===== config.mk =====
export PLATFORM = sky130hd
export DESIGN_NAME = burst_addr_seq
export DESIGN_NICKNAME = d
export VERILOG_FILES = /design/src/rtl/bseq_pkg.sv /design/src/rtl/bseq_strobe_arb.sv /design/src/rtl/bseq_burst_ctr.sv /design/src/rtl/bseq_addr_hold.sv /design/src/rtl/burst_addr_seq.sv
export SDC_FILE = /design/constraint.sdc
export NUM_CORES = 1
export LEC_CHECK = 0
export ABC_AREA = 1
export BUFFER_PORTS_ARGS = -buffer_cell sky130_fd_sc_hd__buf_2
export CORE_ASPECT_RATIO = 1.2
export CORE_MARGIN = 5
export CORE_UTILIZATION = 44
export CTS_BUF_LIST = sky130_fd_sc_hd__clkbuf_16
export CTS_CLUSTER_DIAMETER = 200
export DETAILED_ROUTE_END_ITERATION = 8
export PLACE_DENSITY = 0.77
export SLEW_MARGIN = 25
export SYNTH_ARGS = -nofsm -noshare
export SYNTH_HDL_FRONTEND = slang
export SYNTH_SLANG_ARGS = --single-unit
export TNS_END_PERCENT = 1

===== constraint.sdc =====
create_clock -name clk -period 1.6 [get_ports clk]
set_input_delay 0.08 -clock clk [delete_from_list [all_inputs] [get_ports clk]]
set_output_delay 0.08 -clock clk [all_outputs]
set_load 0.05 [all_outputs]

===== src/rtl/bseq_pkg.sv =====
package bseq_pkg;

  // Per-cycle decision of the strobe arbiter.
  typedef enum logic [1:0] {
    ACT_HOLD  = 2'd0,
    ACT_STEP  = 2'd1,
    ACT_LOAD  = 2'd2,
    ACT_DESEL = 2'd3
  } seq_act_e;

endpackage


===== src/rtl/bseq_strobe_arb.sv =====
module bseq_strobe_arb
  import bseq_pkg::*;
(
  input  logic     strb_proc_n,
  input  logic     strb_ctrl_n,
  input  logic     adv_n,
  input  logic     ce1_n,
  input  logic     ce2,
  input  logic     ce3_n,
  output seq_act_e act_o,
  output logic     from_proc_o
);

  logic chip_on;
  logic proc_seen;
  logic ctrl_seen;

  assign chip_on   = !ce1_n && ce2 && !ce3_n;
  // The processor strobe only counts while ce1_n is low.
  assign proc_seen = !strb_proc_n && !ce1_n;
  assign ctrl_seen = !strb_ctrl_n;

  // The processor wins whenever it is seen.
  assign from_proc_o = proc_seen;

  always_comb begin
    if (proc_seen || ctrl_seen) begin
      act_o = chip_on ? ACT_LOAD : ACT_DESEL;
    end else begin
      act_o = adv_n ? ACT_HOLD : ACT_STEP;
    end
  end

endmodule


===== src/rtl/bseq_burst_ctr.sv =====
module bseq_burst_ctr
  import bseq_pkg::*;
#(
  parameter int BB = 2
) (
  input  logic          clk,
  input  logic          rst,
  input  seq_act_e      act_i,
  input  logic [BB-1:0] start_i,
  input  logic          ilv_i,
  output logic [BB-1:0] low_o
);

  logic [BB-1:0] start_q;
  logic [BB-1:0] beat_q;

  always_ff @(posedge clk) begin
    if (rst) begin
      start_q <= '0;
      beat_q  <= '0;
    end else begin
      case (act_i)
        ACT_LOAD: begin
          start_q <= start_i;
          beat_q  <= '0;
        end
        ACT_STEP: beat_q <= beat_q + 1'b1;
        default:  ;
      endcase
    end
  end

  // The order is applied at the output so that it takes effect at once.
  assign low_o = ilv_i ? (start_q ^ beat_q) : (start_q + beat_q);

endmodule


===== src/rtl/bseq_addr_hold.sv =====
module bseq_addr_hold
  import bseq_pkg::*;
#(
  parameter int UW = 15
) (
  input  logic          clk,
  input  logic          rst,
  input  seq_act_e      act_i,
  input  logic          from_proc_i,
  input  logic [UW-1:0] upper_i,
  output logic [UW-1:0] upper_o,
  output logic          sel_o,
  output logic          src_proc_o
);

  always_ff @(posedge clk) begin
    if (rst) begin
      upper_o    <= '0;
      sel_o      <= 1'b0;
      src_proc_o <= 1'b0;
    end else begin
      case (act_i)
        ACT_LOAD: begin
          upper_o    <= upper_i;
          sel_o      <= 1'b1;
          src_proc_o <= from_proc_i;
        end
        ACT_DESEL: sel_o <= 1'b0;
        default:   ;
      endcase
    end
  end

endmodule


===== src/rtl/burst_addr_seq.sv =====
module burst_addr_seq
  import bseq_pkg::*;
#(
  parameter int AW = 17,
  parameter int BB = 2
) (
  input  logic          clk,
  input  logic          rst,
  input  logic [AW-1:0] addr_i,
  input  logic          strb_proc_n,
  input  logic          strb_ctrl_n,
  input  logic          adv_n,
  input  logic          ce1_n,
  input  logic          ce2,
  input  logic          ce3_n,
  input  logic          order_ilv,
  output logic [AW-1:0] word_addr_o,
  output logic          sel_o,
  output logic          src_proc_o
);

  localparam int UW = AW - BB;

  seq_act_e      act;
  logic          from_proc;
  logic [BB-1:0] low;
  logic [UW-1:0] upper;

  bseq_strobe_arb u_arb (
    .strb_proc_n (strb_proc_n),
    .strb_ctrl_n (strb_ctrl_n),
    .adv_n       (adv_n),
    .ce1_n       (ce1_n),
    .ce2         (ce2),
    .ce3_n       (ce3_n),
    .act_o       (act),
    .from_proc_o (from_proc)
  );

  bseq_burst_ctr #(.BB(BB)) u_ctr (
    .clk     (clk),
    .rst     (rst),
    .act_i   (act),
    .start_i (addr_i[BB-1:0]),
    .ilv_i   (order_ilv),
    .low_o   (low)
  );

  bseq_addr_hold #(.UW(UW)) u_hold (
    .clk         (clk),
    .rst         (rst),
    .act_i       (act),
    .from_proc_i (from_proc),
    .upper_i     (addr_i[AW-1:BB]),
    .upper_o     (upper),
    .sel_o       (sel_o),
    .src_proc_o  (src_proc_o)
  );

  assign word_addr_o = {upper, low};

endmodule


==> summary by stage, run 1 <==
Yosys
The net count of the mapped netlist is around 150. The synthesized-area fraction occupied by xor and xnor cells is 0%. By area the synthesized netlist is led by sky130_fd_sc_hd__dfxtp_1 45%, sky130_fd_sc_hd__nor2_1 11%, sky130_fd_sc_hd__o21ai_1 9.6%. For this run, the number of Yosys warnings is 0. The cell area after synthesis is 938 um^2.

Summing the areas of all fa, ha and maj instances in the mapped netlist gives under 10% of the synthesized area. For this run, the register share of the synthesized area comes to between 40% and 50%. The largest family of logic cells by synthesized area is simple AND/OR/NAND/NOR gates. The synthesized netlist devotes a little over an eighth of its cell area to compound gates. The portion of synthesized area spent on multiplexers is 0%. The mean post-synth cell area is ~7.6 um^2. After synthesis the netlist holds a flip-flop and latch count of 21.

Summed over its instances, the top area cell type makes up between 40 and 50% of the synthesized netlist area. The most area-hungry cell type in the Yosys netlist is sky130_fd_sc_hd__dfxtp_1. The number of distinct library cells after synthesis is 18. The area share of and/or/nand/nor cells after synthesis is a little over a quarter.

The number of instances in the synthesized netlist is 123.

Final layout
The library cell used most frequently in the layout, excluding fill and tap cells, is sky130_fd_sc_hd__buf_2. The share of post-route cells with drive strength above 1 is between 30 and 40%. The total number of nets in the final design is just under 200. Once layout is done, the placed cells without fillers occupy between 1000 and 1500 um^2. The area growth from synthesis to final layout is 32.0%. The repair_antennas step left the layout with diodes totalling 0. In the layout the commonest cells are 44 x sky130_fd_sc_hd__buf_2, 28 x sky130_fd_sc_hd__nor2_1, 21 x sky130_fd_sc_hd__dfxtp_1.

Global route
The largest net degree at the start of global routing is 22. The total global routing track utilization is about 14%. The number of global-route vias before repair is ~900. The total overflow left after global routing is 0.

The first global-routing pass estimated 3.42 mm of wire. The number of antenna violations at the first check in global routing came to 0.

Route
The detailed-router iteration count before antenna repair is 4. Summing over every cut layer, the via total after detailed routing is slightly above 900. For this block, the initial DRC count from the detailed router was 33. The wire length per cell is between 10 and 15 um. For this run, design rule violations remaining after detail routing come to 0. The via density per instance is 4.64. Wires add up to 2.10 mm. The residual antenna-violating net count after detailed routing is 0.

Clock network
The clock tree from TritonCTS is done. The clock-pin slew of the registers on the worst-case setup and hold paths is roughly 0.06 ns. After clock tree synthesis, the flow added hold-fix buffers numbering 0.

The clock root buffer is sky130_fd_sc_hd__clkbuf_16. In this run, post-CTS repair resized a total of 0 instances. The clock sink count is 21. In this run the post-CTS setup repair buffer count came out at 0. Clock latency on the worst-skew pair, taken at its later pin, is about 0.25 ns. In this run the number of H-tree levels came out at 1. The number of buffers on the longest clock path is 2. The total CTS buffers is 3.

Critical path
In this design, the critical path's most frequently occurring cell is sky130_fd_sc_hd__nand2_1. The worst setup path is captured at an output pin. Walking the worst path, the cells encountered are ha_1 -> nand2_1 -> nand2_1 -> nand2_1 -> inv_1 -> buf_2. Together, buffers and inverters on the worst path number 2. The logic depth of the worst setup path including buffers is 6. The logic depth of the worst register-to-register path is 4. The largest individual stage delay along the critical path comes from the cell sky130_fd_sc_hd__dfxtp_1.

Data on the critical path is required at its endpoint by approximately 1.5 ns. The maximum fanout count along the critical path is 4. The maximum single-stage delay on the critical path is 0.37 ns. Grouping stages by cell kind, the critical path spends the most delay in flip-flops.

The startpoint-to-endpoint class of the critical path is reg2out. The arrival time reported for the critical path endpoint is between 1 and 1.5 ns. The worst setup path is launched from a register.

Pwr
The peak supply drop is approximately 0.0013 V. For this design the static power due to leakage is between 0.6 and 0.7 nW. The power spent charging and discharging nets is ~420 uW.

The sequential cell fraction of total power is 41.1%. The power per standard cell area is 1140 nW/um^2. Internal power comes to approximately 1000 uW. The part of the power in the clock network is between 30% and 40%.

Combinational logic burns 22.4% of the power. Net switching is 30.1% of the power.

STA
The count of endpoints failing hold in the final timing report was 0. The minimum period implied by the final worst setup slack is 1.32 ns. The post-route setup TNS is 0 ns. The final worst hold slack is 0.0550 ns. Setup repair after global routing left no endpoint under its margin. Between clock sinks in the finished design, the worst skew comes to approximately 0.0035 ns. The worst max-slew margin expressed relative to the limit is approximately 80%. The final max-slew violation count is 0. For the pin with the worst max-slew slack, the measured transition is about 0.29 ns. Setup violations remaining at the end of the flow were counted as 0.

The final worst-path cycle share is 82.8%. The maximum clock frequency is approximately 760 MHz.

Place
Summed over all nets, the half-perimeter wirelength after detailed placement is between 1.5 and 2 mm. The congestion estimate from routability-driven global placement came to around 0.75. In this run the cell area measured after placement is roughly 1200 um^2. During placement, the flow inserted port buffers numbering 44.

Die
Row generation in the floorplan step produced 18 rows. The area of the core is approximately 2000 um^2. The number of top-level pins is 45. Once the floorplan was initialized, standard cells occupied between 40% and 50% of the core. The overall die area is roughly 3200 um^2. Measured along the x axis, the die boundary spans approximately 52 um.

The die height is just over 60 um.

Min path
Along the worst hold path, the cell count comes to 3. The path class of the tightest hold or removal check is in2reg.

Outcome
The run finished with clean final reports.

Run
The number of maximum-capacitance constraint violations is 0.
## tightest hold or removal path: stages
cell and delay (ns):
sky130_fd_sc_hd__buf_2 0.07, sky130_fd_sc_hd__nor2_1 0.03, sky130_fd_sc_hd__nor2_1 0.08
## cell usage after synthesis
master and instances:
sky130_fd_sc_hd__nand4_1 1, sky130_fd_sc_hd__a21oi_2 1, sky130_fd_sc_hd__nand3_1 4, sky130_fd_sc_hd__buf_6 2, sky130_fd_sc_hd__inv_2 2, sky130_fd_sc_hd__o21ai_1 18
sky130_fd_sc_hd__a21oi_1 3, sky130_fd_sc_hd__o21ai_0 2, sky130_fd_sc_hd__dfxtp_1 21, sky130_fd_sc_hd__ha_1 3, sky130_fd_sc_hd__nand2_1 14, sky130_fd_sc_hd__nand3b_1 1
sky130_fd_sc_hd__nor2_2 9, sky130_fd_sc_hd__inv_8 1, sky130_fd_sc_hd__inv_1 10, sky130_fd_sc_hd__buf_2 2, sky130_fd_sc_hd__nor2_1 28, sky130_fd_sc_hd__buf_12 1
## sequential cells by signal, summed over array words and instances (netlist names)
| register | count |
|---|---|
| u_hold.sel_o | 1 |
| u_ctr.start_q | 2 |
| u_ctr.beat_q | 2 |
| u_hold.upper_o | 15 |
| u_hold.src_proc_o | 1 |
## layer usage
metal / share of wire, % / GRT usage (%)
met5: 0 / 0
met1: 42 / 15.6
met2: 52 / 26.0
met3: 5.7 / 3.69
met4: 0.67 / 4.38
## stage by stage
step	std cells	util, %	setup slack, ns	power [mW]
after floorplan	123	-	0.452	0.828
after global placement	194	56.5	0.241	0.900
after detailed placement	194	56.5	0.182	0.905
after CTS	198	60.4	0.266	1.42
after global routing	198	60.4	0.192	1.47
final	198	60.4	0.276	1.41
## logic make-up after synthesis
kind of cell,after synthesis
simple gates,57
flops,21
fa+ha+maj,3
compound gates,24
buf+inv,18
## final timing paths
path / to / startpoint / slack, ns
min: u_hold.upper_o[2] / addr_i[4] / 0.06
max reg2reg: u_ctr.beat_q[1] / u_ctr.beat_q[0] / 0.83
min reg2reg: u_hold.upper_o[6] / u_hold.upper_o[6] / 0.48
max: word_addr_o[1] / u_ctr.beat_q[0] / 0.28
## power groups by stage
stage | Clock (mW) | Combinational [mW] | Sequential (mW)
floorplan | 0 | 0.131 | 0.696
global placement | 0 | 0.311 | 0.589
global route | 0.545 | 0.344 | 0.582
CTS | 0.524 | 0.317 | 0.579
finish | 0.514 | 0.315 | 0.578
detailed placement | 0 | 0.316 | 0.590
## layout make-up
type	count	area, um^2
fillers	184	811
repair buffers	46	235
inverters	13	56.3
clock inverters	1	5.00
multi-input cells	84	409
well taps	30	37.5
flip-flops and latches	21	420
clock buffers	3	75.1
No activity file was read; power rests on OpenSTA's default activity.
==> inputs of run 2 (changes only) <==
- CORE_UTILIZATION: 44 -> 40
- PLACE_DENSITY: 0.77 -> 0.73
- clock period: 1.6 -> 1.09 ns (I/O delays scaled with it)
==> summary by stage, run 2 (same netlist as run 1, synthesis figures left out) <==
Pwr
The power per standard cell area was 1560 nW/um^2 (was 1140 nW/um^2). The sequential cell fraction of total power is 40.4% (was 41.1%). The power spent charging and discharging nets came to 627 uW (was 424 uW). The part of the power in the clock network is 34.9% (was 36.5%). The switching power as a share of total power was 29.7% (was 30.1%). The internal power is 1.48 mW (was 983 uW).

The proportion of power drawn by combinational gates is 24.7% (was 22.4%). The peak supply drop is 0.000981 V (was 0.00128 V). The leakage power is 0.709 nW (was 0.668 nW).

Clock network
The number of buffers on the longest clock path is 2 (unchanged). The count of H-tree levels built during CTS is 1 (unchanged). The total CTS buffers came to 3 (unchanged).

The cts-stage hold buffer count is 0 (unchanged). The clock tree from TritonCTS is done (unchanged). The clock latency reported for the late side of the worst-skew pair is 0.25 ns (about the same).

The clock root buffer is sky130_fd_sc_hd__clkbuf_16 (unchanged). The clock-pin slew of the registers on the worst-case setup and hold paths is 0.05 ns (was 0.06 ns). The clock sink count came to 21 (unchanged).

Critical path
The slowest library cell on the worst path is sky130_fd_sc_hd__dfxtp_2 (was sky130_fd_sc_hd__dfxtp_1). The startpoint-to-endpoint class of the critical path is reg2out (unchanged). The maximum single-stage delay on the critical path is 0.35 ns (was 0.37 ns).

Cells along the critical path: ha_4 -> nand4_1 -> nand2_1 -> inv_2 -> buf_8 (was ha_1 -> nand2_1 -> nand2_1 -> nand2_1 -> inv_1 -> buf_2). The data required time of the worst path is 1.04 ns (was 1.52 ns). The combined buffer and inverter count along the critical path came to 2 (unchanged). The type of destination of the critical path is an output pin (unchanged). The arrival time reported for the critical path endpoint is 1.09 ns (was 1.24 ns). The critical path launch point type is a register (unchanged). The family of cells with the greatest summed delay on the critical path is flip-flops (unchanged). The maximum fanout count along the critical path came to 2 (was 4).

Global route
The met1 usage in global routing is 15.8% (was 15.6%). The largest net degree at the start of global routing was 22 (unchanged). The residual overflow from global routing came to 0 (unchanged). The met3 global-route usage was 1.65% (was 3.69%). The total global routing track utilization came to 14.0% (about the same). The most congested layer reported by global routing is met2 (unchanged). The met2 usage came to 24.9% (was 26.0%). The number of antenna violations at the first check in global routing came to 0 (unchanged). The global-route wire length before repair is 3.72 mm (was 3.42 mm). The number of global-route vias before repair is 942 (was 878).

Die
The initial core utilization came to 41.6% (was 45.8%). The number of top-level pins is 45 (unchanged). The site row count was 19 (was 18).

The die height is 63.1 um (was 60.6 um). The area of the core is 2260 um^2 (was 2050 um^2). The overall die area is 3420 um^2 (was 3160 um^2). The die width is 54.2 um (was 52.2 um).

Route
The number of DRC markers in iteration 0 is 15 (was 33). The count of vias placed by the detailed router was 944 (was 919). The via density per instance is 4.58 (was 4.64). The aggregate routed wire length was 2.30 mm (was 2.10 mm). The residual antenna-violating net count after detailed routing is 0 (unchanged). The wire length per cell is 11.1 um (was 10.6 um). The DRC violations left is 0 (unchanged). The detailed-router iteration count before antenna repair is 4 (unchanged).

Final layout
Registers with the most flip-flops: u_hold.upper_o x15, u_ctr.beat_q x2, u_ctr.start_q x2 (unchanged). The number of antenna diodes is 0 (unchanged). The flip-flop count of the largest register, all copies and words added was 15 (unchanged). The share of post-route cells with drive strength above 1 is 47.4% (was 37.5%). The largest register by flop count is u_hold.upper_o (unchanged).

The area growth from synthesis to final layout is 44.3% (was 32.0%). The total number of nets in the final design was 205 (was 198). Most frequent cells in the layout: 42 x sky130_fd_sc_hd__buf_2, 27 x sky130_fd_sc_hd__nor2_1, 18 x sky130_fd_sc_hd__o21ai_1 (was 44 x sky130_fd_sc_hd__buf_2, 28 x sky130_fd_sc_hd__nor2_1, 21 x sky130_fd_sc_hd__dfxtp_1). The leading cell type in the layout, fill and taps excluded is sky130_fd_sc_hd__buf_2 (unchanged).

STA
The final max-slew violation count was 0 (unchanged). The number of failing setup endpoints in the final timing report is 1 (was 0). The final worst hold slack is 0.0316 ns (was 0.0550 ns). The post-route clock skew is 0.00104 ns (was 0.00351 ns). The count of endpoints failing hold in the final timing report was 0 (unchanged). The post-route setup TNS was -0.0516 ns (was 0 ns). After layout, the worst path uses 105% of the clock period. The post-layout worst setup margin came to -0.0516 ns (was 0.276 ns). Based on the critical path, the design can be clocked at up to ~900 MHz. After layout, the minimum clock period comes to between 1 and 1.5 ns. Unrepaired setup endpoints after global routing: true (was false).

The worst max-slew margin expressed relative to the limit is 78.3% (was 80.5%). The slew at the pin closest to its max-slew limit is 0.324 ns (was 0.291 ns).

Place
The worst setup timing slack at the placement stage is -0.191 ns (was 0.182 ns). The post-DP HPWL is 1.71 mm (was 1.66 mm). The count of buffers from port buffering came to 44 (unchanged). The final weighted congestion in routability-driven placement is 0.730 (was 0.746).

Outcome
The final reports fail on negative setup slack. Run status: complete, but fails checks (was finished, final reports clean).

Min path
The worst min-delay path category is in2reg (unchanged).

Run
The number of maximum-capacitance constraint violations came to 0 (unchanged).
## run 2: cell type report
cell class / instances / area (um^2)
Clock buffer: 3 / 75.1
Clock inverter: 1 / 3.75
Fill cell: 223 / 905
Inverter: 13 / 56.3
Multi-Input combinational cell: 84 / 438
Sequential cell: 21 / 425
Tap cell: 31 / 38.8
Timing Repair Buffer: 53 / 317
## run 2: repair_timing
action                                 4_1_cts  5_1_grt
gates resized for setup                      8       11
pin swaps                                    5        2
buffers inserted                             1        1
endpoints found under the hold margin        0        0
setup endpoints to repair                    2       14
## run 2: worst min-delay path, stage by stage
cell	delay [ns]
sky130_fd_sc_hd__buf_2	0.07
sky130_fd_sc_hd__nor2_1	0.03
sky130_fd_sc_hd__nor2_1	0.08
## run 2: stage by stage
stage	instances	util (%)	cell area [um^2]	total power, mW
floorplan	123	-	943	1.22
global placement	200	53.8	1210	1.34
detailed placement	200	53.8	1210	1.35
CTS	205	58.7	1330	2.12
global route	206	59.9	1350	2.22
finish	206	59.9	1350	2.11
## run 2: power groups by stage
stage | registers, mW | clock network, mW | logic, mW
after floorplan | 1.02 | 0 | 0.195
after global placement | 0.863 | 0 | 0.481
after detailed placement | 0.864 | 0 | 0.490
after CTS | 0.851 | 0.764 | 0.506
after global routing | 0.859 | 0.798 | 0.559
final | 0.852 | 0.736 | 0.520
## run 2: worst paths after layout
path | from | end | slack, ns | depth (start not counted)
setup / recovery | u_ctr.beat_q[0] | word_addr_o[1] | -0.05 | 5
hold / removal | addr_i[13] | u_hold.upper_o[11] | 0.03 | 3
setup reg to reg | u_ctr.beat_q[0] | u_ctr.beat_q[0] | 0.15 | 5
hold reg to reg | u_ctr.start_q[1] | u_ctr.start_q[1] | 0.45 | 2
## run 2: layer usage
layer  vias up  part of all wire [%]
met5         -                     0
met4         0                   1.2
met3         2                   4.2
met2        21                    53
met1       429                    42
li1        492                     -
==> inputs of run 3 (changes only) <==
- CTS_BUF_LIST: sky130_fd_sc_hd__clkbuf_16 -> default
==> summary by stage, run 3 (same netlist as run 1, synthesis figures left out) <==
Outcome
Run status: complete, but fails checks (unchanged). Violations in the final reports: negative setup slack (unchanged).

Clock network
The clock latency reported for the late side of the worst-skew pair is 0.29 ns (was 0.25 ns). The clock sink count is 21 (unchanged). The count of H-tree levels built during CTS came to 1 (unchanged). The total CTS buffers is 3 (unchanged). The clock-pin slew of the registers on the worst-case setup and hold paths is 0.11 ns (was 0.05 ns).

The clock root buffer was sky130_fd_sc_hd__clkbuf_4 (was sky130_fd_sc_hd__clkbuf_16). The number of buffers on the longest clock path is 2 (unchanged). The clock tree from TritonCTS is done (unchanged).

STA
The post-route clock skew was 0.000833 ns (was 0.00104 ns). The worst max-slew margin expressed relative to the limit was 78.9% (was 78.3%). The number of failing setup endpoints in the final timing report is 2 (was 1).

Unrepaired setup endpoints after global routing: true (unchanged). The final max-slew violation count was 0 (unchanged). The slew at the pin closest to its max-slew limit was 0.317 ns (was 0.324 ns). The maximum clock frequency is 842 MHz (was 876 MHz).

The count of endpoints failing hold in the final timing report is 0 (unchanged). The post-layout worst setup margin is -0.0976 ns (was -0.0516 ns). The post-route setup TNS is -0.101 ns (was -0.0516 ns). The minimum period implied by the final worst setup slack is 1.19 ns (was 1.14 ns). The final worst-path cycle share is 109% (was 105%).

Die
The site row count is 19 (unchanged). The initial core utilization is 41.6% (unchanged). The die height is 63.1 um (unchanged). The area of the core is 2260 um^2 (unchanged). The number of top-level pins is 45 (unchanged). The die width was 54.2 um (unchanged). The overall die area is 3420 um^2 (unchanged).

Route
The aggregate routed wire length is 2.54 mm (was 2.30 mm). The via density per instance is 4.67 (was 4.58). The residual antenna-violating net count after detailed routing was 0 (unchanged).

The DRC violations left is 0 (unchanged). The count of vias placed by the detailed router is 1031 (was 944). The number of DRC markers in iteration 0 is 20 (was 15). The wire length per cell is 11.5 um (was 11.1 um).

The detailed-router iteration count before antenna repair is 4 (unchanged).

Pwr
The total design power is 1.78 mW (was 2.11 mW). The leakage power was 0.746 nW (was 0.709 nW). The power per standard cell area is 1230 nW/um^2 (was 1560 nW/um^2). The peak supply drop is 0.000694 V (was 0.000981 V).

Global route
The most congested layer reported by global routing is met2 (unchanged). The largest net degree at the start of global routing is 22 (unchanged). The total global routing track utilization came to 15.2% (was 14.0%). The met1 usage in global routing came to 17.3% (was 15.8%). The met3 global-route usage came to 1.42% (was 1.65%). The number of global-route vias before repair was 997 (was 942). The global-route wire length before repair is 4.07 mm (was 3.72 mm).

The met2 usage is 27.8% (was 24.9%). The residual overflow from global routing is 0 (unchanged). The number of antenna violations at the first check in global routing came to 0 (unchanged).

Final layout
Most frequent cells in the layout: 42 x sky130_fd_sc_hd__buf_2, 27 x sky130_fd_sc_hd__nor2_1, 18 x sky130_fd_sc_hd__o21ai_1 (unchanged). The total number of nets in the final design is 220 (was 205). The leading cell type in the layout, fill and taps excluded was sky130_fd_sc_hd__buf_2 (unchanged).

The share of post-route cells with drive strength above 1 is 42.6% (was 47.4%). The final standard cell utilization of the core is 64.2% (was 59.9%). The area growth from synthesis to final layout was 54.4% (was 44.3%).

The number of antenna diodes came to 0 (unchanged). Registers with the most flip-flops: u_hold.upper_o x15, u_ctr.beat_q x2, u_ctr.start_q x2 (unchanged). The flip-flop count of the largest register, all copies and words added was 15 (unchanged).

The largest register by flop count was u_hold.upper_o (unchanged).

Critical path
The critical path launch point type is a register (unchanged). The data required time of the worst path is 1.04 ns (about the same). The start point of the critical path is u_ctr.beat_q[0] (unchanged). The type of destination of the critical path is an output pin (unchanged). The worst flop-to-flop path startpoint was u_ctr.beat_q[0] (unchanged).

The maximum fanout count along the critical path is 2 (unchanged). The arrival time reported for the critical path endpoint is 1.13 ns (was 1.09 ns). The startpoint-to-endpoint class of the critical path was reg2out (unchanged). Counting stages on the worst path, the most repeated cell is sky130_fd_sc_hd__nand2_1. Cells along the critical path: ha_4 -> nand2_2 -> nand2_1 -> nand2_1 -> inv_2 -> buf_8 (was ha_4 -> nand4_1 -> nand2_1 -> inv_2 -> buf_8).

The maximum single-stage delay on the critical path is 0.37 ns (was 0.35 ns). The slowest library cell on the worst path is sky130_fd_sc_hd__dfxtp_2 (unchanged).

Place
The count of buffers from port buffering is 44 (unchanged). The final weighted congestion in routability-driven placement was 0.730 (unchanged). The post-DP HPWL is 1.71 mm (unchanged).

Min path
The origin of the worst min-delay path is addr_i[2] (was addr_i[13]). The worst min-delay path category is in2reg (unchanged).

Run
The number of maximum-capacitance constraint violations is 0 (unchanged).
## run 3: cell types whose count changed in the layout (fill, tap and decap cells not counted)
cell / delta
sky130_fd_sc_hd__dlygate4sd3_1: +15
sky130_fd_sc_hd__clkbuf_16: -3
sky130_fd_sc_hd__clkbuf_4: +3
sky130_fd_sc_hd__buf_6: -1
sky130_fd_sc_hd__buf_8: +1
sky130_fd_sc_hd__clkbuf_1: +1
sky130_fd_sc_hd__ha_1: +1
sky130_fd_sc_hd__ha_2: -1
sky130_fd_sc_hd__inv_1: -1
sky130_fd_sc_hd__o21ai_0: +1
sky130_fd_sc_hd__o21ai_2: -1
## run 3: cell type report
type                    instances  area [um^2]
clock buffers                   4         26.3
inverters                      13         56.3
flip-flops and latches         21          425
well taps                      31         38.8
repair buffers                 68          470
multi-input cells              84          432
fillers                       209          810
## run 3: worst paths after layout
check,slack (ns),depth (start not counted),end
setup / recovery,-0.1,6,word_addr_o[1]
hold / removal,0.02,3,u_hold.upper_o[0]
setup reg to reg,0.14,5,u_ctr.beat_q[0]
hold reg to reg,0.46,2,u_ctr.start_q[1]
## run 3: stage by stage
stage	instances	setup WS [ns]	instance area, um^2	hold WS (ns)
2_1_floorplan	123	0.0198	943	0.183
3_3_place_gp	200	-0.132	1210	0.276
3_5_place_dp	200	-0.191	1210	0.283
4_1_cts	220	-0.117	1430	0.0136
5_1_grt	221	-0.163	1450	0.0166
6_report	221	-0.0976	1450	0.0234
## run 3: per-layer routing
layer	wire length (um)	part of all wire (%)	vias to the layer above
met2	1360	54	27
met5	0	0	-
met4	30	1.2	0
met3	124	4.9	4
met1	1020	40	477
li1	-	-	523
## run 3: what timing repair did
item | CTS | global route
setup endpoints to repair | 2 | 5
buffers inserted | 1 | 1
gates resized for setup | 10 | 7
hold endpoints to repair | 15 | 0
pin swaps | 5 | 2
hold buffers | 15 | 0
## run 3: report_power, final
group,internal [mW],leakage [nW],total (mW),switching [mW]
Combinational,0.208,0.557,0.566,0.357
Sequential,0.823,0.174,0.851,0.0286
Clock,0.142,0.0150,0.360,0.218
Total,1.17,0.746,1.78,0.604
## run 3: critical path: cells and delay by family (launching register included)
family | cells | cell delay [ns]
adders and majority gates | 1 | 0.14
and+or+nand+nor | 3 | 0.14
DFF | 1 | 0.37
buffers and inverters | 2 | 0.20
